[config.mk]
export PLATFORM = sky130hd
export DESIGN_NAME = serial_mmio_port
export DESIGN_NICKNAME = d
export VERILOG_FILES = /design/src/rtl/smp_pkg.sv /design/src/rtl/smp_fifo.sv /design/src/rtl/smp_decode.sv /design/src/rtl/serial_mmio_port.sv
export SDC_FILE = /design/constraint.sdc
export NUM_CORES = 1
export LEC_CHECK = 0
export BUFFER_PORTS_ARGS = -buffer_cell sky130_fd_sc_hd__buf_4
export CORE_MARGIN = 2
export CORE_UTILIZATION = 57
export CTS_CLUSTER_DIAMETER = 60
export DETAILED_ROUTE_END_ITERATION = 7
export PLACE_DENSITY_LB_ADDON = 0.2
export SYNTH_ARGS = -nofsm -noshare
export SYNTH_HDL_FRONTEND = slang
export SYNTH_SLANG_ARGS = --single-unit
[constraint.sdc]
create_clock -name clk -period 5.8 [get_ports clk]
set_clock_uncertainty 0.05 [all_clocks]
set_input_delay 0.58 -clock clk [delete_from_list [all_inputs] [get_ports clk]]
set_output_delay 0.58 -clock clk [all_outputs]
set_load 0.02 [all_outputs]
[src/rtl/smp_pkg.sv]
package smp_pkg;

   localparam int unsigned BYTE_W = 8;
   localparam int unsigned WIN_W  = 3;

   typedef enum logic [WIN_W-1:0] {
      OFS_RX_STAT = 3'd0,
      OFS_RX_DATA = 3'd1,
      OFS_TX_STAT = 3'd2,
      OFS_RX_POP  = 3'd3,
      OFS_TX_PUSH = 3'd4
   } smp_ofs_e;

   typedef struct packed {
      logic ld_rx_stat;
      logic ld_rx_data;
      logic ld_tx_stat;
      logic st_rx_pop;
      logic st_tx_push;
   } smp_strobe_t;

endpackage

[src/rtl/smp_fifo.sv]
module smp_fifo #(
   parameter int unsigned W     = 8,
   parameter int unsigned DEPTH = 16
) (
   input  logic         clk,
   input  logic         rst_n,
   input  logic         push,
   input  logic [W-1:0] din,
   input  logic         pop,
   output logic [W-1:0] dout,
   output logic         empty,
   output logic         full
);

   localparam int unsigned PW     = (DEPTH > 1) ? $clog2(DEPTH) : 1;
   localparam int unsigned CW     = $clog2(DEPTH + 1);
   localparam bit          IS_POW2 = ((DEPTH & (DEPTH - 1)) == 0);

   generate
      if (DEPTH < 2) begin : g_bad_depth
         $error("smp_fifo: DEPTH must be at least 2");
      end
      if (W < 1) begin : g_bad_width
         $error("smp_fifo: W must be at least 1");
      end
   endgenerate

   logic [W-1:0]  mem [DEPTH];
   logic [PW-1:0] rd_ptr, wr_ptr, rd_nxt, wr_nxt;
   logic [CW-1:0] cnt;
   logic          do_push, do_pop;

   assign empty   = (cnt == '0);
   assign full    = (cnt == CW'(DEPTH));
   assign do_push = push && !full;
   assign do_pop  = pop && !empty;

   generate
      if (IS_POW2) begin : g_wrap_free
         assign rd_nxt = rd_ptr + 1'b1;
         assign wr_nxt = wr_ptr + 1'b1;
      end else begin : g_wrap_cmp
         assign rd_nxt = (rd_ptr == PW'(DEPTH - 1)) ? '0 : rd_ptr + 1'b1;
         assign wr_nxt = (wr_ptr == PW'(DEPTH - 1)) ? '0 : wr_ptr + 1'b1;
      end
   endgenerate

   always_ff @(posedge clk) begin
      if (!rst_n) begin
         rd_ptr <= '0;
         wr_ptr <= '0;
         cnt    <= '0;
      end else begin
         if (do_push) wr_ptr <= wr_nxt;
         if (do_pop)  rd_ptr <= rd_nxt;
         case ({do_push, do_pop})
            2'b10:   cnt <= cnt + CW'(1);
            2'b01:   cnt <= cnt - CW'(1);
            default: cnt <= cnt;
         endcase
      end
   end

   always_ff @(posedge clk) begin
      if (do_push) mem[wr_ptr] <= din;
   end

   assign dout = empty ? '0 : mem[rd_ptr];

endmodule

[src/rtl/smp_decode.sv]
module smp_decode
   import smp_pkg::*;
#(
   parameter int unsigned    ADDR_W = 32,
   parameter logic [ADDR_W-1:0] BASE = 32'h8000_0000
) (
   input  logic              sel,
   input  logic              we,
   input  logic [ADDR_W-1:0] addr,
   output smp_strobe_t       stb
);

   localparam int unsigned TAG_W = ADDR_W - WIN_W;
   localparam logic [TAG_W-1:0] BASE_TAG = BASE[ADDR_W-1:WIN_W];

   generate
      if (ADDR_W <= WIN_W) begin : g_bad_addr
         $error("smp_decode: ADDR_W too small for the register window");
      end
   endgenerate

   logic             hit;
   logic [WIN_W-1:0] ofs;

   assign hit = sel && (addr[ADDR_W-1:WIN_W] == BASE_TAG);
   assign ofs = addr[WIN_W-1:0];

   always_comb begin
      stb = '0;
      if (hit) begin
         if (!we) begin
            stb.ld_rx_stat = (ofs == OFS_RX_STAT);
            stb.ld_rx_data = (ofs == OFS_RX_DATA);
            stb.ld_tx_stat = (ofs == OFS_TX_STAT);
         end else begin
            stb.st_rx_pop  = (ofs == OFS_RX_POP);
            stb.st_tx_push = (ofs == OFS_TX_PUSH);
         end
      end
   end

endmodule

[src/rtl/serial_mmio_port.sv]
module serial_mmio_port
   import smp_pkg::*;
#(
   parameter int unsigned       ADDR_W = 32,
   parameter logic [ADDR_W-1:0] BASE   = 32'h8000_0000,
   parameter int unsigned       DEPTH  = 16
) (
   input  logic              clk,
   input  logic              rst_n,
   input  logic              bus_sel,
   input  logic              bus_we,
   input  logic [ADDR_W-1:0] bus_addr,
   input  logic [7:0]        bus_wdata,
   output logic [7:0]        bus_rdata,
   input  logic              rx_valid,
   input  logic [7:0]        rx_data,
   output logic              tx_valid,
   input  logic              tx_ready,
   output logic [7:0]        tx_data,
   output logic              rx_overflow
);

   smp_strobe_t stb;
   logic [7:0]  rx_head, tx_head;
   logic        rx_empty, rx_full, tx_empty, tx_full;
   logic        tx_take;

   smp_decode #(.ADDR_W(ADDR_W), .BASE(BASE)) u_dec (
      .sel  (bus_sel),
      .we   (bus_we),
      .addr (bus_addr),
      .stb  (stb)
   );

   smp_fifo #(.W(BYTE_W), .DEPTH(DEPTH)) u_rxq (
      .clk   (clk),
      .rst_n (rst_n),
      .push  (rx_valid),
      .din   (rx_data),
      .pop   (stb.st_rx_pop),
      .dout  (rx_head),
      .empty (rx_empty),
      .full  (rx_full)
   );

   assign tx_take = tx_valid && tx_ready;

   smp_fifo #(.W(BYTE_W), .DEPTH(DEPTH)) u_txq (
      .clk   (clk),
      .rst_n (rst_n),
      .push  (stb.st_tx_push),
      .din   (bus_wdata),
      .pop   (tx_take),
      .dout  (tx_head),
      .empty (tx_empty),
      .full  (tx_full)
   );

   assign tx_valid = !tx_empty;
   assign tx_data  = tx_head;

   always_ff @(posedge clk) begin
      if (!rst_n)                  rx_overflow <= 1'b0;
      else if (rx_valid && rx_full) rx_overflow <= 1'b1;
   end

   always_comb begin
      unique case (1'b1)
         stb.ld_rx_stat: bus_rdata = {7'd0, !rx_empty};
         stb.ld_rx_data: bus_rdata = rx_head;
         stb.ld_tx_stat: bus_rdata = {7'd0, !tx_full};
         default:        bus_rdata = 8'd0;
      endcase
   end

endmodule

### Yosys cells after proc, flatten, opt, wreduce, memory -nomap -nowiden

Memories as Yosys holds them, arrays and structs flattened. A register that Yosys moved wholly into a read port is not among the register bits.
Cells that the tools add are included.

* bits in registers: 27
* bits of input ports: 54
* memories kept: 2
* RAM bits: 256

* muxes and demuxes: 16
* $add $sub $neg: 8
* reductions and logical operators: 16
* eq/ne operators: 11

Memories
* u_rxq.mem: words 16, width 8, read ports 1, clocked after Yosys merged registers in 1, wr ports 1, RTL line smp_fifo.sv:28 `logic [W-1:0] mem [DEPTH];`
* u_txq.mem: words 16, width 8, read ports 1, clocked after Yosys merged registers in 1, wr ports 1, RTL line smp_fifo.sv:28

Operator list (count)
* $eq 29x29->1 const B: 1
* $pmux 8 s3: 1
* $pmux 5 s2: 2
* $add 4x1->4 const B: 4
* $mux 4: 4
* $mux 8: 2
* $add 5x1->5 const B: 2
* $eq 5x5->1 const B: 2
* $logic_not 5->1: 2
* $sub 5x1->5 const B: 2
* $logic_and 1x1->1: 7
* $eq 3x2->1 const B: 2
* $mux 5: 1
* $eq 2x1->1 const B: 2
* $eq 2x2->1 const B: 2
* $logic_not 1->1: 4
* $mux 1: 4
* $reduce_bool 2->1: 2
* $eq 3x1->1 const B: 1
* $eq 3x3->1 const B: 1
* $logic_not 3->1: 1
* $mux 3: 1
* $mux 2: 1

### Longest topological paths before layout

* depth after elaboration: 6
* gate-level depth with buffers: 16

### Modules after synthesis

Synthesis repeated with hierarchy kept, for this count alone.

* cells, all modules: 709
* area, all modules: 12223.0 um2

By module, submodules not included
* smp_fifo (u_txq): area an instance 6013.3 um2, seq. area each 4184.0 um2, instances 1, cells each 338
* smp_fifo (u_rxq): area an instance 5926.9 um2, seq. area each 4184.0 um2, instances 1, cells each 333
* smp_decode: area an instance 177.7 um2, seq. area each 0.0 um2, instances 1, cells each 22
* serial_mmio_port: area an instance 105.1 um2, seq. area each 20.0 um2, instances 1, cells each 16

### Worst setup path before layout

Ideal clock, no wire load.

* path kind: input port to flip-flop
* start: in bus_addr[27]
* end: reg u_txq.cnt[4]
* stages: 14
* setup slack: 2.169 ns
* data arrival time: 3.511 ns
* library setup time: 0.071 ns
* data required time: 5.679 ns
* path buffers: 2
* path through: or4b_4 > nor4_1 > and2_0 > clkbuf_1 > inv_1 > ha_1 > clkbuf_1 > xor2_1 > ha_1 > a21oi_1 > a32o_1 > a21oi_1 > or3_1 > a21oi_1

* word-level cells in the longest chain between the ends: 6
* elaborated cells on any way between the ends: 8
* those cells by class: eq/ne: 3; mux: 2; reduce/logical: 3

RTL lines
* start: declaration: RTL line serial_mmio_port.sv:12 `input logic [ADDR_W-1:0] bus_addr,`
* $eq 29x29->1 *: RTL line smp_decode.sv:25 `assign hit = sel && (addr[ADDR_W-1:WIN_W] == BASE_TAG);`
* $logic_and 1x1->1 *: RTL line smp_decode.sv:25
* $mux 5 *: RTL line smp_decode.sv:30 `if (hit) begin`
* $logic_and 1x1->1 *: RTL line smp_fifo.sv:35 `assign do_push = push && !full;`
* $eq 2x1->1 or $eq 2x2->1 (tied branches): RTL line smp_fifo.sv:56 `case ({do_push, do_pop})`
* $pmux 5 s2 or $reduce_bool 2->1 (tied branches)
* end signal: assignment: RTL line smp_fifo.sv:57 `2'b10: cnt <= cnt + CW'(1);`
* end signal: assignment: RTL line smp_fifo.sv:58 `2'b01: cnt <= cnt - CW'(1);`
* end signal: assignment: RTL line smp_fifo.sv:59 `default: cnt <= cnt;`
* end: declaration: RTL line smp_fifo.sv:30 `logic [CW-1:0] cnt;`

Mark *: on every way between the ends. The rest lies on a longest branch, timed or not.
A chain may end at the register's enable or synchronous reset.

==> metrics.txt <==
status=finished clean; Mapped Area=11900 um^2; Flop pwr share=a little under three fifths; TNS Setup=0 ps; final core occ=66.5%; critical path launch point type=flip-flop; Clk pwr share=40.9%; commonest register cell after synthesis=edfxtp_1; worst setup margin=2050 ps; TritonRoute pass-1 iters=5; Design Area, Final=13500 um^2; worst ir drop on vdd=roughly 0.28 mV; Post-DP HPWL=15000 um; sequential-to-total area share from yosys stat=70.5%; Power Total=about 4.1 mW; ANT nets after route=0; Mapped Nets=734; synthesis-stage register bit count=291; Root Buffer=clkbuf_16; final-report hold violation count=0; area of placed instances=12700 um^2; pre-CTS WS=1760 ps; post-synthesis async set-or-reset flop share=0%; Post-synth EDFFs=256; Mapped Avg Cell Area=approximately 18 um^2; All-Layer GR Usage=21.3%; Cells after Synth=663; wire per inst=22.4 um; Register Area=8390 um^2; grt ovf=0; CP Max Fanout=19; Pleak=4.41 nW; Min-Delay Path Class=primary input to flip-flop; detailed-route via count=6182; Switch Pwr=791 uW; Final Setup Violations=0; fin nets=810; PwrDens=301 nW/um^2; Worst-Margin Slew=roughly 1100 ps; Worst slew margin=between 20 and 30%; number of fill cells=1346; most frequent cells in the layout=edfxtp_1, buf_4, mux4_2; crit end category=output port; H-tree depth=1; crit share post-route=roughly 65%; vias in the first global route=6272; Pint=3.29 mW; Sw Ratio=19.4%; PortBufs=just over 70; largest net degree at the start of global routing=34; CTS Buffer Depth=3; diodes inserted=0; TritonCTS clock tree=built; clk_lat worst skew=530 ps; Worst-path clk slew=about 60 ps; first-pass GRT wire length=35500 um; WS Path Type=flip-flop to output port; Routed WL=23100 um; CTS buffer count=29; max frequency=approximately 0.27 GHz; Die X=148 um; die area=~22000 um^2; Final Slew Violations=0; Die Span Y=148 um; synth warn=0; cts hold-fix bufs=0; Arrival @ worst endpoint=3120 ps; Vias/cell=6.00; Initial DRC Count=396; post-CTS setup buffers=0; area delta synth->final=13.7%; library cells used by synthesis=54; num ports=72; Logic pwr share=2.7%; # DRC=0; initial antenna violation count=0; layout cell share with drive strength beyond 1=approximately a quarter; crit path time final=about 3700 ps; Initial Utilization=58.4%; most common cell after layout, fill and taps aside=edfxtp_1; Core Area=20400 um^2; Worst Path Required=5170 ps; RSZ-0062 raised after global routing=false; clock sinks=291; Row Count=52; Placer Congestion=~0.82; cts repair resizes=0; max_cap viols=0; area occupied by multi-input gates=3310 um^2
-- cell usage after synthesis, types with 7 or more instances --
| cell type | n | area share, % |
|---|---|---|
| a211oi_2 | 7 | 0.74 |
| or3_1 | 7 | 0.37 |
| edfxtp_1 | 256 | 65 |
| mux4_2 | 63 | 12 |
| a211oi_1 | 7 | 0.44 |
| nand2_1 | 13 | 0.41 |
| and3_1 | 18 | 0.95 |
| a21oi_1 | 14 | 0.59 |
| mux2i_1 | 29 | 2.4 |
| dfxtp_1 | 35 | 5.9 |
| nor2b_1 | 8 | 0.42 |
| o22ai_1 | 10 | 0.53 |
| ha_1 | 17 | 1.8 |
| xnor2_1 | 7 | 0.52 |
| xor2_1 | 11 | 0.81 |
| buf_2 | 8 | 0.34 |
| inv_1 | 12 | 0.38 |
| nor2_1 | 39 | 1.2 |
| clkbuf_1 | 24 | 0.76 |
-- registers in the layout, indices dropped and copies added (netlist names), named ones only --
| register | cells |
|---|---|
| u_rxq.mem | 128 |
| u_txq.mem | 128 |
| u_rxq.cnt | 5 |
| u_txq.cnt | 5 |
| u_rxq.rd_ptr | 4 |
| u_rxq.wr_ptr | 4 |
| u_txq.rd_ptr | 4 |
| u_txq.wr_ptr | 4 |
| rx_overflow | 1 |
-- power groups by stage --
stage	registers, mW	logic, mW	clock network (mW)
finish	2.30	0.112	1.67
detailed placement	2.34	0.112	0
global placement	2.34	0.106	0
global route	2.30	0.122	1.78
floorplan	2.34	0.0411	0
CTS	2.30	0.113	1.69
-- cells by family (layout without fill, tap and decap cells) --
kind of cell	count (synthesis)	after routing	synth area share (%)
AO/OA/AOI/OAI	64	64	3.87
XOR/XNOR	18	18	1.32
adder cells (fa/ha/maj)	17	17	1.79
buffers and inverters	48	145	1.69
flip-flops	291	291	70.5
multiplexers	93	93	14.5
AND/OR/NAND/NOR	132	132	6.37
-- area by class of cell --
cell class                      count  area share, %
Clock inverter                     16          0.693
Sequential cell                   291           62.0
Inverter                           13          0.361
Multi-Input combinational cell    324           24.5
Timing Repair Buffer               80           4.44
Tap cell                          270           2.50
Clock buffer                       36           5.56
-- critical path: stages (launching register included) --
cell and delay, ps:
dfxtp_2 670, buf_4 470, mux4_2 550, nor2b_1 150, a211oi_1 390, a211oi_2 120
buf_4 220
-- path summary, 6_finish.rpt --
kind                                    from            to  slack (ps)  cells past startpoint
worst min-delay path                rx_valid   rx_overflow         250                      3
worst max register to register  u_txq.cnt[2]  u_txq.cnt[4]        2320                     13
worst max-delay path               flip-flop  bus_rdata[1]        2050                      6
worst min register to register   rx_overflow   rx_overflow         420                      2
-- routing by layer --
layer	up-vias	GRT usage, %	share of wire (%)
met5	-	0	0
met4	0	4.86	2.3
met3	38	2.73	4.7
met2	166	37.0	52
met1	3166	29.3	41
li1	2812	-	-
-- per-stage QoR --
stage	hold slack (ps)	std cells
5_1_grt	249	1030
3_5_place_dp	415	978
6_report	248	1030
2_1_floorplan	399	663
4_1_cts	234	1030
3_3_place_gp	402	978
Power figures use the tool's default switching activity.
